File: src/rtl/blit_pkg.sv
`timescale 1ns/1ps
package blit_pkg;
  localparam logic [2:0] RA_FMT   = 3'd0;
  localparam logic [2:0] RA_COLOR = 3'd1;
  localparam logic [2:0] RA_CMD   = 3'd2;
  localparam logic [2:0] RA_SIZE  = 3'd3;
  localparam logic [2:0] RA_DXY   = 3'd4;
  localparam logic [2:0] RA_GO    = 3'd5;
  localparam logic [2:0] RA_BASE  = 3'd6;

  localparam logic [3:0] OP_NOP  = 4'd0;
  localparam logic [3:0] OP_COPY = 4'd1;
  localparam logic [3:0] OP_FILL = 4'd5;

  localparam logic [7:0] ROP_SRC = 8'hCC;
  localparam logic [7:0] ROP_XOR = 8'h66;

  typedef struct packed {
    logic [2:0]  addr;
    logic [31:0] data;
  } reg_wr_t;

  typedef enum logic [2:0] {
    S_IDLE = 3'd0,
    S_RS   = 3'd1,
    S_RSW  = 3'd2,
    S_RD   = 3'd3,
    S_RDW  = 3'd4,
    S_WR   = 3'd5
  } eng_st_e;

  function automatic logic [1:0] depth_to_size(input logic [5:0] code);
    case (code)
      6'd24:   return 2'd1;
      6'd40:   return 2'd2;
      default: return 2'd0;
    endcase
  endfunction
endpackage

File: src/rtl/blit_cmd_fifo.sv
`timescale 1ns/1ps
module blit_cmd_fifo #(
  parameter int DEPTH = 32,
  parameter int W     = 35
) (
  input  logic                       clk,
  input  logic                       rst_n,
  input  logic                       push,
  input  logic [W-1:0]               din,
  input  logic                       pop,
  output logic [W-1:0]               dout,
  output logic                       empty,
  output logic                       full,
  output logic [$clog2(DEPTH+1)-1:0] count
);
  localparam int PW = (DEPTH > 1) ? $clog2(DEPTH) : 1;
  localparam int CW = $clog2(DEPTH+1);

  logic [W-1:0]  mem [DEPTH];
  logic [PW-1:0] wp_q, wp_d, rp_q, rp_d;
  logic [CW-1:0] cnt_q, cnt_d;
  logic          do_push, do_pop;

  function automatic logic [PW-1:0] step(input logic [PW-1:0] p);
    return (p == PW'(DEPTH-1)) ? '0 : p + PW'(1);
  endfunction

  assign full    = (cnt_q == CW'(DEPTH));
  assign empty   = (cnt_q == '0);
  assign do_push = push && !full;
  assign do_pop  = pop && !empty;
  assign dout    = mem[rp_q];
  assign count   = cnt_q;

  always_comb begin
    wp_d  = do_push ? step(wp_q) : wp_q;
    rp_d  = do_pop  ? step(rp_q) : rp_q;
    cnt_d = cnt_q + CW'(do_push) - CW'(do_pop);
  end

  always_ff @(posedge clk or negedge rst_n) begin
    if (!rst_n) begin
      wp_q  <= '0;
      rp_q  <= '0;
      cnt_q <= '0;
    end else begin
      wp_q  <= wp_d;
      rp_q  <= rp_d;
      cnt_q <= cnt_d;
    end
  end

  always_ff @(posedge clk) begin
    if (do_push) mem[wp_q] <= din;
  end


  fifo_bound_chk: assert property (@(posedge clk) disable iff (!rst_n)
    cnt_q <= CW'(DEPTH));


  fifo_fill_chk: assert property (@(posedge clk) disable iff (!rst_n)
    (push && !full && !pop) |=> (cnt_q == CW'($past(cnt_q) + 1)));


  no_overflow_chk: assert property (@(posedge clk) disable iff (!rst_n)
    (push && full && !pop) |=> (cnt_q == $past(cnt_q)));
endmodule

File: src/rtl/blit_pix_addr.sv
`timescale 1ns/1ps
module blit_pix_addr #(
  parameter int AW = 32,
  parameter int CW = 16,
  parameter int SW = 13
) (
  input  logic [AW-1:0] base,
  input  logic [SW-1:0] stride,
  input  logic [CW-1:0] x,
  input  logic [CW-1:0] y,
  input  logic [1:0]    size,
  output logic [AW-1:0] addr
);
  localparam int PW = CW + SW;
  logic [PW-1:0] row_off;
  logic [CW+1:0] col_off;

  assign row_off = PW'(y) * PW'(stride);
  assign col_off = (CW+2)'(x) << size;
  assign addr    = base + AW'(row_off) + AW'(col_off);
endmodule

File: src/rtl/rect_blit_engine.sv
`timescale 1ns/1ps
module rect_blit_engine
  import blit_pkg::*;
#(
  parameter int FIFO_DEPTH = 32,
  parameter int ADDR_W     = 32
) (
  input  logic              clk,
  input  logic              rst_n,
  input  logic              reg_wr,
  input  logic [2:0]        reg_addr,
  input  logic [31:0]       reg_wdata,
  output logic [31:0]       status,
  output logic              mem_req,
  output logic              mem_we,
  output logic [1:0]        mem_size,
  output logic [ADDR_W-1:0] mem_addr,
  output logic [31:0]       mem_wdata,
  input  logic              mem_gnt,
  input  logic [31:0]       mem_rdata
);
  localparam int CNT_W    = $clog2(FIFO_DEPTH+1);
  localparam int CW       = 16;
  localparam int SW       = 13;
  localparam int RW       = 32;
  localparam int ENT_W    = $bits(reg_wr_t);
  localparam int FREE_MAX = 31;

  // reset: asynchronous assertion, synchronous release
  logic [1:0] rs_q;
  logic       rst_i_n;
  always_ff @(posedge clk or negedge rst_n) begin
    if (!rst_n) rs_q <= '0;
    else        rs_q <= {rs_q[0], 1'b1};
  end
  assign rst_i_n = rs_q[1];

  reg_wr_t          ent, head;
  logic [ENT_W-1:0] head_raw;
  logic             fifo_empty, fifo_full, pop;
  logic [CNT_W-1:0] fifo_cnt, free_cnt;

  assign ent  = '{addr: reg_addr, data: reg_wdata};
  assign head = reg_wr_t'(head_raw);

  blit_cmd_fifo #(.DEPTH(FIFO_DEPTH), .W(ENT_W)) u_fifo (
    .clk(clk), .rst_n(rst_i_n), .push(reg_wr), .din(ENT_W'(ent)), .pop(pop),
    .dout(head_raw), .empty(fifo_empty), .full(fifo_full), .count(fifo_cnt)
  );

  eng_st_e       st_q, st_d, first_st;
  logic [SW-1:0] stride_q, stride_d;
  logic [1:0]    psize_q, psize_d;
  logic [RW-1:0] color_q, color_d, dxy_q, dxy_d, base_q, base_d;
  logic [RW-1:0] src_q, src_d, dst_q, dst_d, sv, res;
  logic [7:0]    rop_q, rop_d;
  logic [3:0]    op_q, op_d;
  logic          xrev_q, xrev_d, yrev_q, yrev_d, ovf_q, ovf_d;
  logic [CW-1:0] w_q, w_d, h_q, h_d, cx_q, cx_d, cy_q, cy_d;
  logic [CW-1:0] odx_q, odx_d, ody_q, ody_d, osx_q, osx_d, osy_q, osy_d;
  logic [CW-1:0] cur_dx, cur_dy, cur_sx, cur_sy;
  logic [ADDR_W-1:0] src_addr, dst_addr;
  logic          is_xor, is_fill, last_px, zero_sz, busy;

  assign is_xor  = (rop_q == ROP_XOR);
  assign is_fill = (op_q == OP_FILL);
  assign zero_sz = (w_q == '0) || (h_q == '0);
  assign last_px = (cx_q == w_q - CW'(1)) && (cy_q == h_q - CW'(1));
  assign first_st = is_fill ? (is_xor ? S_RD : S_WR) : S_RS;

  assign cur_dx = xrev_q ? odx_q - cx_q : odx_q + cx_q;
  assign cur_sx = xrev_q ? osx_q - cx_q : osx_q + cx_q;
  assign cur_dy = yrev_q ? ody_q - cy_q : ody_q + cy_q;
  assign cur_sy = yrev_q ? osy_q - cy_q : osy_q + cy_q;

  blit_pix_addr #(.AW(ADDR_W), .CW(CW), .SW(SW)) u_src_addr (
    .base(ADDR_W'(base_q)), .stride(stride_q), .x(cur_sx), .y(cur_sy),
    .size(psize_q), .addr(src_addr)
  );
  blit_pix_addr #(.AW(ADDR_W), .CW(CW), .SW(SW)) u_dst_addr (
    .base(ADDR_W'(base_q)), .stride(stride_q), .x(cur_dx), .y(cur_dy),
    .size(psize_q), .addr(dst_addr)
  );

  // memory port
  assign mem_req  = (st_q == S_RS) || (st_q == S_RD) || (st_q == S_WR);
  assign mem_we   = (st_q == S_WR);
  assign mem_size = psize_q;
  assign mem_addr = (st_q == S_RS) ? src_addr : dst_addr;

  always_comb begin
    sv  = is_fill ? color_q : src_q;
    res = is_xor ? (sv ^ dst_q) : sv;
    case (psize_q)
      2'd0:    mem_wdata = {24'h0, res[7:0]};
      2'd1:    mem_wdata = {16'h0, res[15:0]};
      default: mem_wdata = res;
    endcase
  end

  // status word
  assign free_cnt = CNT_W'(FIFO_DEPTH) - fifo_cnt;
  assign busy     = !fifo_empty || (st_q != S_IDLE);
  always_comb begin
    status      = '0;
    status[4:0] = (32'(free_cnt) > FREE_MAX) ? 5'd31 : 5'(free_cnt);
    status[9]   = busy;
    status[10]  = ovf_q;
  end

  // next state
  always_comb begin
    st_d = st_q;     stride_d = stride_q; psize_d = psize_q;
    color_d = color_q; dxy_d = dxy_q;     base_d = base_q;
    rop_d = rop_q;   op_d = op_q;         xrev_d = xrev_q; yrev_d = yrev_q;
    w_d = w_q;       h_d = h_q;           cx_d = cx_q;     cy_d = cy_q;
    odx_d = odx_q;   ody_d = ody_q;       osx_d = osx_q;   osy_d = osy_q;
    src_d = src_q;   dst_d = dst_q;
    ovf_d = ovf_q | (reg_wr & fifo_full);
    pop   = 1'b0;
    case (st_q)
      S_IDLE: if (!fifo_empty) begin
        pop = 1'b1;
        case (head.addr)
          RA_FMT: begin
            stride_d = head.data[SW-1:0];
            psize_d  = depth_to_size(head.data[18:13]);
          end
          RA_COLOR: color_d = head.data;
          RA_CMD: begin
            op_d   = head.data[3:0];
            xrev_d = head.data[14];
            yrev_d = head.data[15];
            rop_d  = head.data[31:24];
          end
          RA_SIZE: begin
            w_d = head.data[15:0];
            h_d = head.data[31:16];
          end
          RA_DXY:  dxy_d  = head.data;
          RA_BASE: base_d = head.data;
          RA_GO: begin
            cx_d  = '0;
            cy_d  = '0;
            osx_d = head.data[15:0];
            osy_d = head.data[31:16];
            odx_d = is_fill ? head.data[15:0]  : dxy_q[15:0];
            ody_d = is_fill ? head.data[31:16] : dxy_q[31:16];
            if (!zero_sz && (is_fill || op_q == OP_COPY)) st_d = first_st;
          end
          default: ;
        endcase
      end
      S_RS:  if (mem_gnt) st_d = S_RSW;
      S_RSW: begin
        src_d = mem_rdata;
        st_d  = is_xor ? S_RD : S_WR;
      end
      S_RD:  if (mem_gnt) st_d = S_RDW;
      S_RDW: begin
        dst_d = mem_rdata;
        st_d  = S_WR;
      end
      S_WR: if (mem_gnt) begin
        if (last_px) begin
          st_d = S_IDLE;
        end else begin
          if (cx_q == w_q - CW'(1)) begin
            cx_d = '0;
            cy_d = cy_q + CW'(1);
          end else begin
            cx_d = cx_q + CW'(1);
          end
          st_d = first_st;
        end
      end
      default: st_d = S_IDLE;
    endcase
  end

  // registers
  always_ff @(posedge clk or negedge rst_i_n) begin
    if (!rst_i_n) begin
      st_q <= S_IDLE;  stride_q <= '0; psize_q <= '0;
      color_q <= '0;   dxy_q <= '0;    base_q <= '0;
      rop_q <= '0;     op_q <= '0;     xrev_q <= 1'b0; yrev_q <= 1'b0;
      w_q <= '0;       h_q <= '0;      cx_q <= '0;     cy_q <= '0;
      odx_q <= '0;     ody_q <= '0;    osx_q <= '0;    osy_q <= '0;
      src_q <= '0;     dst_q <= '0;    ovf_q <= 1'b0;
    end else begin
      st_q <= st_d;    stride_q <= stride_d; psize_q <= psize_d;
      color_q <= color_d; dxy_q <= dxy_d; base_q <= base_d;
      rop_q <= rop_d;  op_q <= op_d;   xrev_q <= xrev_d; yrev_q <= yrev_d;
      w_q <= w_d;      h_q <= h_d;     cx_q <= cx_d;   cy_q <= cy_d;
      odx_q <= odx_d;  ody_q <= ody_d; osx_q <= osx_d; osy_q <= osy_d;
      src_q <= src_d;  dst_q <= dst_d; ovf_q <= ovf_d;
    end
  end


  req_hold_chk: assert property (@(posedge clk) disable iff (!rst_i_n)
    (mem_req && !mem_gnt) |=> (mem_req && $stable(mem_addr) && $stable(mem_we)
                               && $stable(mem_wdata)));


  ovf_sticky_chk: assert property (@(posedge clk) disable iff (!rst_i_n)
    status[10] |=> status[10]);


  zero_size_chk: assert property (@(posedge clk) disable iff (!rst_i_n)
    (pop && head.addr == RA_GO && zero_sz) |=> !mem_req);
endmodule

File: config.mk
export PLATFORM = sky130hd
export DESIGN_NAME = rect_blit_engine
export DESIGN_NICKNAME = d
export VERILOG_FILES = /design/src/rtl/blit_pkg.sv /design/src/rtl/blit_cmd_fifo.sv /design/src/rtl/blit_pix_addr.sv /design/src/rtl/rect_blit_engine.sv
export SDC_FILE = /design/constraint.sdc
export NUM_CORES = 2
export LEC_CHECK = 0
export BUFFER_PORTS_ARGS = -buffer_cell sky130_fd_sc_hd__buf_2
export CAP_MARGIN = 20
export CORE_ASPECT_RATIO = 1.25
export CORE_UTILIZATION = 40
export CTS_CLUSTER_DIAMETER = 50
export CTS_CLUSTER_SIZE = 8
export DETAILED_ROUTE_END_ITERATION = 6
export GPL_TIMING_DRIVEN = 0
export SKIP_LAST_GASP = 1
export SLEW_MARGIN = 5
export SYNTH_ARGS = -nofsm -noshare
export SYNTH_HDL_FRONTEND = slang
export SYNTH_HIERARCHICAL = 1
export SYNTH_SLANG_ARGS = --single-unit
File: constraint.sdc
create_clock -name clk -period 25.2 [get_ports clk]
set_input_delay 5.04 -clock clk [delete_from_list [all_inputs] [get_ports clk]]
set_output_delay 5.04 -clock clk [all_outputs]
set_load 0.1 [all_outputs]
==> out/summary.md <==
For the number of warnings printed during yosys synthesis, the log shows 6. The logs give 0 for the hold violation total from the final report and 0 for the post-detailed-route count of antenna-violating nets. The kind of start point of the critical path was a flop.

The worst slew margin relative to its limit was 0.188. The number of placed instances, taps included, is 8775. For the via count of the first global-routing pass, the log shows 52.3k. Data on the critical path arrives at its endpoint at 12.04 ns.

Clock-pin slew was measured on the worst setup and hold paths at 0.05 ns. The share of the cycle needed by the critical path after routing is 0.678, and the critical path's largest stage delay is 0.61 ns. The flow ran to the end, and the final reports show no timing, DRC or antenna violations.

The tools report the number of antenna violations at the first check in global routing as 30. Master cell of the clock root buffer: clkbuf_16. The worst hold path belongs to the class reg2async. For the number of buffers inserted by post-CTS setup repair, the log shows 0.

Number of vias after detailed routing: 50.4k. The netlist uses 112 different library cells. In the layout the commonest cells are edfxtp_1, inv_1, fa_1.

The run gives 171 as the top-level port count. The pre-antenna-repair detailed-routing pass consisted of 6 iterations. After detailed routing, the number of remaining DRC violations is 0. The total number of nets in the final design came out at 7037. Once detailed placement completed, the half-perimeter wirelength came to 188000 µm. The aggregate negative setup slack came out at 0 ns.

Setup repair after global routing left no endpoint under its margin. The share of flip-flops with an asynchronous set or reset works out to 0.232. The worst setup path is captured at an output port. Mean instance size in the synthesized netlist: 13.8 µm².

The cell repeated most along the worst path is fa_1. The finished layout holds 9118 standard cells, fillers aside. After detailed routing, the total wire length is 245000 µm. Buffer levels on the longest clock path: 3.

Total of flip-flops plus latches after synthesis: 1459. Once the clock tree was built, the resizer swapped 0 gates to a different size. The critical path is of the reg2out type. Clock tree synthesis found a total of 1459 sinks.

Across the run, the number of max-cap violations was 0. The worst path required time was 20.16 ns; the worst-margin pin slew was 1.21 ns. The congestion estimate from routability-driven global placement came to 0.928. The most frequent standard cell in the layout excluding fill and tap cells is edfxtp_1.

Entering global routing, the biggest net connects 61 pins. The die is 503 µm tall. Summed over all layers, the global routing overflow is 0. The max-slew violation count was 0; the largest fanout of any net on the critical path was 10. The run gives 0.403 as the starting utilization of the core area. TritonCTS built the clock tree. The final count of negative-setup-slack endpoints was 0. The share of post-route cells with drive strength above 1 was 0.183; the final routed wire length divided by cell count was 26.9 µm. Summing every instance area after synthesis gives 80400 µm².

The tools report the maximum clock skew at final layout as 0.0472 ns. Using the TritonRoute via totals, the vias-per-cell ratio works out to 5.52. The number of clock buffers added by TritonCTS is 203.

Relative to the synthesized area, the layout overhead comes to 15.3%. The number of flops mapped to enable cells by yosys came out at 1120. The die is 403 µm wide. The sequential share of the synthesized area is 0.524, and the area of the core is 199000 µm². The logs give 203000 µm² for the die outline area and 58.5 MHz for the peak clock frequency supported by timing.

Clock latency on the worst-skew pair, taken at its later pin, is 0.82 ns. The worst-path cell with the longest stage delay is clkbuf_1. Input and output buffers added on the ports amount to 145. The first global-routing pass estimated 352000 µm of wire. In this run, post-CTS hold repair placed 0 buffers.

After floorplanning, the core was divided into 183 placement rows. Global routing usage summed across all routing layers: 0.240. The post-layout minimum cycle time was 17.08 ns.

The H-tree was split into 4 levels. The primary flip-flop cell chosen by synthesis mapping is edfxtp_1. Count of mapped cells out of synthesis: 5831.

Number of design-rule violations left by the first detailed-router iteration: 3939.
-- sequential cells by signal, indices dropped and copies added, names as in the netlist, 2 cells and up --
signal        count
base_q           32
color_q          32
cx_q             16
cy_q             16
dst_q            32
dxy_q            32
h_q              16
mem_size          2
odx_q            16
ody_q            16
op_q              4
osx_q            16
osy_q            16
rop_q             8
rs_q              2
src_q            32
st_q              3
stride_q         13
u_fifo/count      6
u_fifo/mem     1120
u_fifo/rp_q       5
u_fifo/wp_q       5
w_q              16
-- worst max-delay path: cells and delay by family (launching register included) --
family                   cells  cell delay (ns)
buffers and inverters        8             1.63
AO/OA/AOI/OAI                6             2.00
XOR/XNOR                     2             1.07
adder cells (fa/ha/maj)      8             3.53
AND/OR/NAND/NOR             12             2.37
flip-flops                   1             0.36
multiplexers                 1             0.24
-- stage by stage --
step	utilization	setup slack, ns	instance area [µm²]	hold slack, ns
2_1_floorplan	-	11.65	80500	0.331
3_3_place_gp	0.424	8.44	84600	0.336
3_5_place_dp	0.434	8.99	86600	0.344
4_1_cts	0.465	8.09	92600	0.355
5_1_grt	0.465	7.61	92700	0.373
6_report	0.465	8.12	92700	0.345
-- synthesized netlist by cell type, types with 63 or more instances --
cell type / count / area share
a22oi_1: 104 / 0.0097
nand3_1: 70 / 0.0044
xor2_1: 65 / 0.0071
xnor2_1: 137 / 0.015
clkbuf_1: 190 / 0.0089
mux4_2: 226 / 0.063
o221ai_1: 71 / 0.0077
mux2i_1: 230 / 0.029
mux2_2: 263 / 0.037
nand2_1: 383 / 0.018
and2_1: 232 / 0.018
a21oi_1: 200 / 0.012
o21ai_0: 92 / 0.0057
fa_1: 401 / 0.10
nor2_1: 191 / 0.0089
inv_1: 537 / 0.025
ha_1: 265 / 0.041
nor3_1: 63 / 0.0039
edfxtp_1: 1120 / 0.42
dfrtp_1: 339 / 0.11
-- metal layers --
metal	vias up	part of all wire	GRT usage	routed length, µm
li1	22000	-	-	-
met1	26100	0.37	0.275	91400
met3	465	0.054	0.0344	13200
met2	1694	0.53	0.444	129000
met5	-	0.00056	0	136
met4	22	0.047	0.105	11500
-- final timing paths --
kind,start,end,slack [ns],cells past startpoint
max,cy_q[5],mem_addr[27],8.12,37
min,rs_q[1],ovf_q,0.35,0
max in group asynchronous,rst_n,rs_q[1],21.08,1
max reg2reg,u_fifo/rp_q[4],cy_q[10],19.20,15
min reg2reg,rs_q[1],ovf_q,0.35,0
min in group clk,rs_q[0],rs_q[1],0.35,0
-- final cells by class --
| type | instances | area (µm²) |
|---|---|---|
| clock inverter | 19 | 459 |
| buffer | 321 | 1730 |
| fill | 17600 | 107000 |
| tap | 2682 | 3360 |
| timing repair buffer | 240 | 2420 |
| multi-input combinational | 3536 | 35000 |
| antenna | 7 | 17.5 |
| inverter | 539 | 2020 |
| clock buffer | 315 | 5540 |
| sequential | 1459 | 42100 |
-- cells by family after synthesis --
logic type | count (synthesis) | synth area share
flops | 1459 | 0.524
compound gates | 721 | 0.0607
fa+ha+maj | 666 | 0.141
mux | 736 | 0.131
simple gates | 1185 | 0.0748
other cells | 2 | 0.0000934
xor+xnor | 202 | 0.0220
buf+inv | 860 | 0.0466
Power is left out: the tool's default activity adds up to more than one toggle a clock period on the data nets, which glitch-free logic cannot reach.
